===== config.mk =====
export PLATFORM = sky130hd
export DESIGN_NAME = syn3w_loader
export DESIGN_NICKNAME = d
export VERILOG_FILES = /design/src/rtl/syn3w_pkg.sv /design/src/rtl/syn3w_phase_timer.sv /design/src/rtl/syn3w_shifter.sv /design/src/rtl/syn3w_seq.sv /design/src/rtl/syn3w_loader.sv
export SDC_FILE = /design/constraint.sdc
export NUM_CORES = 1
export LEC_CHECK = 0
export ABC_CLOCK_PERIOD_IN_PS = 4800
export CORE_MARGIN = 2
export CORE_UTILIZATION = 37
export CTS_CLUSTER_DIAMETER = 50
export DETAILED_ROUTE_END_ITERATION = 8
export GPL_ROUTABILITY_DRIVEN = 0
export PLACE_DENSITY = 0.65
export RECOVER_POWER = 50
export SLEW_MARGIN = 20
export SYNTH_ARGS = -nofsm -noshare
export SYNTH_HDL_FRONTEND = slang
export SYNTH_SLANG_ARGS = --single-unit

===== constraint.sdc =====
create_clock -name clk -period 4.8 [get_ports clk]
set_clock_uncertainty 0.2 [all_clocks]
set_input_delay 0.96 -clock clk [delete_from_list [all_inputs] [get_ports clk]]
set_output_delay 0.96 -clock clk [all_outputs]
set_load 0.02 [all_outputs]

===== src/rtl/syn3w_pkg.sv =====
package syn3w_pkg;

   typedef enum logic [2:0] {
      ST_IDLE,
      ST_LOW,
      ST_HIGH,
      ST_GAP,
      ST_LATCH,
      ST_REC
   } seq_state_t;

   function automatic int imax(input int a, input int b);
      return (a > b) ? a : b;
   endfunction

   // Cycles needed to cover min_ps at period per_ps, rounded up, never below 1.
   function automatic int phase_cycles(input int min_ps, input int per_ps);
      int c;
      c = (min_ps + per_ps - 1) / per_ps;
      return (c < 1) ? 1 : c;
   endfunction

endpackage


===== src/rtl/syn3w_phase_timer.sv =====
module syn3w_phase_timer #(
   parameter int MAX_CYC = 2,
   localparam int CW = (MAX_CYC > 1) ? $clog2(MAX_CYC) : 1
) (
   input  logic          clk,
   input  logic          rst_n,
   input  logic          load,
   input  logic [CW-1:0] load_val,
   output logic          expired
);

   if (MAX_CYC < 1) begin : g_bad_cyc
      $error("syn3w_phase_timer: MAX_CYC must be at least 1");
   end

   generate
      if (MAX_CYC > 1) begin : g_counter
         logic [CW-1:0] cnt_q;

         always_ff @(posedge clk or negedge rst_n) begin
            if (!rst_n)
               cnt_q <= '0;
            else if (load)
               cnt_q <= load_val;
            else if (cnt_q != '0)
               cnt_q <= cnt_q - 1'b1;
         end

         assign expired = (cnt_q == '0);
      end else begin : g_single
         // Every phase lasts one cycle: no counter is needed.
         logic unused_timer;
         assign unused_timer = ^{clk, rst_n, load, load_val};
         assign expired      = 1'b1;
      end
   endgenerate

endmodule


===== src/rtl/syn3w_shifter.sv =====
module syn3w_shifter #(
   parameter int WORD_W = 24,
   localparam int BW = $clog2(WORD_W)
) (
   input  logic              clk,
   input  logic              rst_n,
   input  logic              load,
   input  logic [WORD_W-1:0] word,
   input  logic              advance,
   output logic              ser_bit,
   output logic              last_bit
);

   logic [WORD_W-1:0] sreg_q;
   logic [BW-1:0]     bitcnt_q;

   always_ff @(posedge clk or negedge rst_n) begin
      if (!rst_n) begin
         sreg_q   <= '0;
         bitcnt_q <= '0;
      end else if (load) begin
         sreg_q   <= word;
         bitcnt_q <= '0;
      end else if (advance) begin
         sreg_q   <= {sreg_q[WORD_W-2:0], 1'b0};
         bitcnt_q <= bitcnt_q + 1'b1;
      end
   end

   assign ser_bit  = sreg_q[WORD_W-1];
   assign last_bit = (bitcnt_q == BW'(WORD_W - 1));

   AST_BITCNT_RANGE: assert property (@(posedge clk) disable iff (!rst_n)
      bitcnt_q < BW'(WORD_W));

   AST_NO_SHIFT_PAST_END: assert property (@(posedge clk) disable iff (!rst_n)
      (advance && !load) |-> !last_bit);

endmodule


===== src/rtl/syn3w_seq.sv =====
module syn3w_seq
   import syn3w_pkg::*;
#(
   parameter int LOW_CYC  = 2,
   parameter int HIGH_CYC = 2,
   parameter int GAP_CYC  = 1,
   parameter int LE_CYC   = 1,
   parameter int REC_CYC  = 1,
   localparam int MAX_CYC = imax(imax(imax(LOW_CYC, HIGH_CYC), imax(GAP_CYC, LE_CYC)), REC_CYC),
   localparam int CW      = (MAX_CYC > 1) ? $clog2(MAX_CYC) : 1
) (
   input  logic clk,
   input  logic rst_n,
   input  logic start,
   input  logic last_bit,
   output logic load_word,
   output logic shift_bit,
   output logic ser_clk,
   output logic ser_latch,
   output logic busy,
   output logic done
);

   seq_state_t    state_q, state_d;
   logic          tmr_load;
   logic [CW-1:0] tmr_val;
   logic          tmr_exp;

   syn3w_phase_timer #(.MAX_CYC(MAX_CYC)) u_timer (
      .clk      (clk),
      .rst_n    (rst_n),
      .load     (tmr_load),
      .load_val (tmr_val),
      .expired  (tmr_exp)
   );

   always_comb begin
      state_d   = state_q;
      tmr_load  = 1'b0;
      tmr_val   = '0;
      load_word = 1'b0;
      shift_bit = 1'b0;
      unique case (state_q)
         ST_IDLE: if (start) begin
            state_d   = ST_LOW;
            tmr_load  = 1'b1;
            tmr_val   = CW'(LOW_CYC - 1);
            load_word = 1'b1;
         end
         ST_LOW: if (tmr_exp) begin
            state_d  = ST_HIGH;
            tmr_load = 1'b1;
            tmr_val  = CW'(HIGH_CYC - 1);
         end
         ST_HIGH: if (tmr_exp) begin
            tmr_load = 1'b1;
            if (last_bit) begin
               state_d = ST_GAP;
               tmr_val = CW'(GAP_CYC - 1);
            end else begin
               state_d   = ST_LOW;
               tmr_val   = CW'(LOW_CYC - 1);
               shift_bit = 1'b1;
            end
         end
         ST_GAP: if (tmr_exp) begin
            state_d  = ST_LATCH;
            tmr_load = 1'b1;
            tmr_val  = CW'(LE_CYC - 1);
         end
         ST_LATCH: if (tmr_exp) begin
            state_d  = ST_REC;
            tmr_load = 1'b1;
            tmr_val  = CW'(REC_CYC - 1);
         end
         ST_REC: if (tmr_exp) begin
            state_d = ST_IDLE;
         end
         default: state_d = ST_IDLE;
      endcase
   end

   always_ff @(posedge clk or negedge rst_n) begin
      if (!rst_n) begin
         state_q   <= ST_IDLE;
         ser_clk   <= 1'b0;
         ser_latch <= 1'b0;
         busy      <= 1'b0;
         done      <= 1'b0;
      end else begin
         state_q   <= state_d;
         ser_clk   <= (state_d == ST_HIGH);
         ser_latch <= (state_d == ST_LATCH);
         busy      <= (state_d != ST_IDLE);
         done      <= (state_q == ST_REC) && (state_d == ST_IDLE);
      end
   end

   AST_DONE_SINGLE: assert property (@(posedge clk) disable iff (!rst_n)
      done |=> !done);

   AST_IDLE_QUIET: assert property (@(posedge clk) disable iff (!rst_n)
      !busy |-> (!ser_clk && !ser_latch));

   AST_DONE_ENDS_BUSY: assert property (@(posedge clk) disable iff (!rst_n)
      done |-> ($past(busy) && !busy));

endmodule


===== src/rtl/syn3w_loader.sv =====
module syn3w_loader
   import syn3w_pkg::*;
#(
   parameter int WORD_W        = 24,
   parameter int CLK_PERIOD_PS = 20000,
   parameter int T_SETUP_PS    = 10000,
   parameter int T_HOLD_PS     = 10000,
   parameter int T_HIGH_PS     = 25000,
   parameter int T_LOW_PS      = 25000,
   parameter int T_CLK2LE_PS   = 10000,
   parameter int T_LEPW_PS     = 20000,
   parameter int T_LESU_PS     = 20000
) (
   input  logic              clk,
   input  logic              rst_n,
   input  logic              start,
   input  logic [WORD_W-1:0] word,
   output logic              busy,
   output logic              done,
   output logic              ser_clk,
   output logic              ser_data,
   output logic              ser_latch
);

   localparam int LOW_CYC  = phase_cycles(imax(T_LOW_PS, T_SETUP_PS), CLK_PERIOD_PS);
   localparam int HIGH_CYC = phase_cycles(imax(T_HIGH_PS, T_HOLD_PS), CLK_PERIOD_PS);
   localparam int GAP_CYC  = phase_cycles(T_CLK2LE_PS, CLK_PERIOD_PS);
   localparam int LE_CYC   = phase_cycles(T_LEPW_PS, CLK_PERIOD_PS);
   localparam int REC_CYC  = phase_cycles(T_LESU_PS, CLK_PERIOD_PS);

   if (WORD_W < 3) begin : g_bad_width
      $error("syn3w_loader: WORD_W must hold data plus two control bits");
   end
   if (CLK_PERIOD_PS <= 0) begin : g_bad_period
      $error("syn3w_loader: CLK_PERIOD_PS must be positive");
   end

   logic load_word;
   logic shift_bit;
   logic last_bit;

   syn3w_shifter #(.WORD_W(WORD_W)) u_shift (
      .clk      (clk),
      .rst_n    (rst_n),
      .load     (load_word),
      .word     (word),
      .advance  (shift_bit),
      .ser_bit  (ser_data),
      .last_bit (last_bit)
   );

   syn3w_seq #(
      .LOW_CYC  (LOW_CYC),
      .HIGH_CYC (HIGH_CYC),
      .GAP_CYC  (GAP_CYC),
      .LE_CYC   (LE_CYC),
      .REC_CYC  (REC_CYC)
   ) u_seq (
      .clk       (clk),
      .rst_n     (rst_n),
      .start     (start),
      .last_bit  (last_bit),
      .load_word (load_word),
      .shift_bit (shift_bit),
      .ser_clk   (ser_clk),
      .ser_latch (ser_latch),
      .busy      (busy),
      .done      (done)
   );

   AST_DATA_STABLE_HIGH: assert property (@(posedge clk) disable iff (!rst_n)
      (ser_clk && $past(ser_clk)) |-> $stable(ser_data));

   AST_DATA_STABLE_RISE: assert property (@(posedge clk) disable iff (!rst_n)
      $rose(ser_clk) |-> $stable(ser_data));

   AST_LATCH_CLK_LOW: assert property (@(posedge clk) disable iff (!rst_n)
      ser_latch |-> !ser_clk);

   AST_LATCH_NEEDS_BUSY: assert property (@(posedge clk) disable iff (!rst_n)
      ser_latch |-> busy);

endmodule


==> results.md <==
* First-pass GRT wire length at 6410 um
* Fillers at 458
* Period utilisation layout at 0.649
* Slowest cell on crit path: clkbuf_1
* Pwr dens at 555 nW/um2
* Die Area at 5380 um2
* Synthesized area per cell at 10.2 um2
* Crit path cell chain: dlygate4sd3_1 > clkbuf_1
* Worst setup path class: input pin to async pin
* Worst Path Required at 4.60 ns
* Status: finished with violations
* Max H-tree Level at 2
* Storage cell area at 926 um2
* Tightest Pin Transition at 2.00 ns
* Buf/Inv on CP at 2
* WP data arrival at 2.92 ns
* Final nets at 229
* Drt pass-1 iters at 4
* Sequential fraction of the synthesis area at 0.520
* CP max stage delay at 1.43 ns
* Worst R2R Path Depth at 3
* Vias in the first global route at 1435
* Mapped Cells at 174
* Setup bufs post-CTS at 0
* Yosys reg bits at 37
* Worst skew pair latency at 0.28 ns
* Unrepaired setup endpoints after global routing: no
* Violated checks: capacitance limit, slew limit
* Setup tns final at 0 ns
* Syn Nets at 202
* Lkg Pwr at 0.957 nW
* Overflow after GRT at 0
* Starting Density at 0.379
* Row count at 25
* Hold crit path type: flop to flop
* Number of max-cap violations at 1
* CP Depth at 2
* Clock sink total at 37
* Final hold vios at 0
* Min Tclk post-route at 3.12 ns
* DRT iter0 DRCs at 57
* Post-Route WL at 3830 um
* Synth-to-Final Area Change at 24.1%
* I/O Buffers at 31
* Routed Antenna Nets at 0
* Slew margin rel. at -0.332
* Die height at 73.3 um
* Core ar. at 4690 um2
* Vias/cell at 5.58
* Root buf cell: clkbuf_8
* WL per Instance at 15.0 um
* Share of cells above drive strength 1 at 0.0743
* Clk slew on worst S/H paths at 0.07 ns
* Max-slew violation count at 38
* Crit-path max FO at 37
* Final Setup Violations at 0
* Routed vias at 1429
* Yosys Warn Count at 0
* Multi-input gate area at 777 um2
* Distinct cells, synth at 37
* Peak Freq at 0.321 GHz
* Delay-heaviest family, CP: buffers and inverters
* Syn Std Cell Area at 1780 um2
* # DRC at 0
* Hold depth at 1
* CP Capture Type: async pin
* ANT cells at 0
* Die width at 73.3 um
* Total I/O pin count at 32
* Antenna violations before repair at 0
* Number of buffers created by CTS at 5
* Max clock buf depth at 2
* Peak VDD IR at 0.000183 V
* Post-CTS sizing at 0
* Tot GR Track Use at 0.152
* Largest net degree at the start of global routing at 38
* Worst setup SP type: input pin
* DP HPWL at 2380 um
* Hold slack at 0.309 ns
* Hold Buf Count CTS at 0
* Setup slack, reg-to-reg at 2.34 ns
* CTS tree: done
[per-stage QoR]
stage / util / cell area [um2] / power (mW) / setup slack, ns / instances
after floorplan: - / 1780 / 0.890 / 2.49 / 174
after global placement: 0.453 / 2130 / 1.01 / 1.63 / 248
after detailed placement: 0.453 / 2130 / 1.03 / 1.53 / 248
after CTS: 0.471 / 2210 / 1.24 / 1.85 / 256
after global routing: 0.471 / 2210 / 1.32 / 1.20 / 256
final: 0.471 / 2210 / 1.23 / 1.68 / 256
[cell usage in the layout, fill, tap and decap left out, types with 2 or more instances in the layout]
cell type | netlist | layout
buf_4 | 0 | 3
o211ai_1 | 9 | 9
a221o_1 | 12 | 12
nand2_1 | 21 | 21
and3_1 | 13 | 13
o31ai_1 | 2 | 2
a32oi_1 | 2 | 2
inv_1 | 4 | 4
nor2_1 | 4 | 4
clkbuf_8 | 0 | 5
clkdlybuf4s50_1 | 0 | 30
o21ai_0 | 9 | 9
dfrtp_1 | 37 | 37
nor4b_4 | 1 | 2
nor2b_1 | 3 | 3
nand3_1 | 13 | 13
clkinv_2 | 0 | 2
or3_1 | 2 | 2
a21oi_1 | 7 | 7
nand2b_1 | 2 | 2
[where the power goes]
part	leakage, nW	internal [mW]	switching [mW]
clock network	0.0439	0.100	0.109
logic	0.447	0.231	0.219
registers	0.465	0.447	0.119
[Yosys cell counts]
master	instances	area, um2
a21oi_1	7	35.0
a221o_1	12	120
a221oi_1	1	8.76
a31oi_1	1	6.26
a32oi_1	2	17.5
and2_1	1	6.26
and2b_1	1	7.51
and3_1	13	81.3
and4b_1	1	10.0
buf_2	5	25.0
buf_6	1	11.3
clkbuf_1	9	33.8
dfrtp_1	37	926
ha_1	1	12.5
inv_1	4	15.0
mux2i_1	1	10.0
nand2_1	21	78.8
nand2b_1	2	12.5
nand3_1	13	65.1
nand3b_1	1	7.51
nand4b_1	1	8.76
nor2_1	4	15.0
nor2b_1	3	18.8
nor3_1	1	5.00
nor3b_1	1	7.51
nor4b_2	1	15.0
nor4b_4	1	23.8
o211ai_1	9	67.6
o21ai_0	9	45.0
o21bai_1	1	7.51
o31ai_1	2	15.0
o41a_1	1	11.3
or3_1	2	12.5
or3b_2	1	8.76
or4_1	1	7.51
or4b_1	1	10.0
or4b_2	1	10.0
[cell type report]
class / count / area share
well taps: 54 / 0.0306
multi-input cells: 118 / 0.352
inverters: 4 / 0.00680
clock inverters: 3 / 0.00793
clock buffers: 5 / 0.0312
flip-flops and latches: 37 / 0.419
repair buffers: 35 / 0.152
[sequential cells by signal (all words and copies together) (netlist names)]
signal,flops
u_shift.sreg_q,24
u_shift.bitcnt_q,5
u_seq.state_q,3
u_seq.busy,1
u_seq.done,1
u_seq.ser_clk,1
u_seq.ser_latch,1
u_seq.u_timer.g_counter.cnt_q,1
[metal layers]
layer	global-route usage	up-vias	wire length, um	part of all wire
li1	-	701	-	-
met1	0.205	695	1860	0.48
met4	0.0626	0	65	0.017
met5	0	-	0	0
met3	0.0398	6	140	0.037
met2	0.232	27	1770	0.46
[path summary, 6_finish.rpt]
check	start	end
worst min-delay path	u_shift.sreg_q[12]	u_shift.sreg_q[12]
max in group clk	start	u_shift.sreg_q[13]
worst max-delay path	rst_n	u_seq.state_q[0]
worst min register to register	u_shift.sreg_q[12]	u_shift.sreg_q[12]
min in group asynchronous	rst_n	u_shift.sreg_q[11]
worst max register to register	u_seq.state_q[2]	u_shift.sreg_q[23]
[cell families (layout without fill, tap and decap cells)]
group | Yosys count | after routing | share of synthesized area
adders and majority gates | 1 | 1 | 0.00703
muxes | 1 | 1 | 0.00563
and+or+nand+nor | 71 | 71 | 0.231
AOI/OAI and AO/OA | 45 | 45 | 0.188
buffers and inverters | 19 | 47 | 0.0478
DFF | 37 | 37 | 0.520
(Power assumes the default switching activity.)
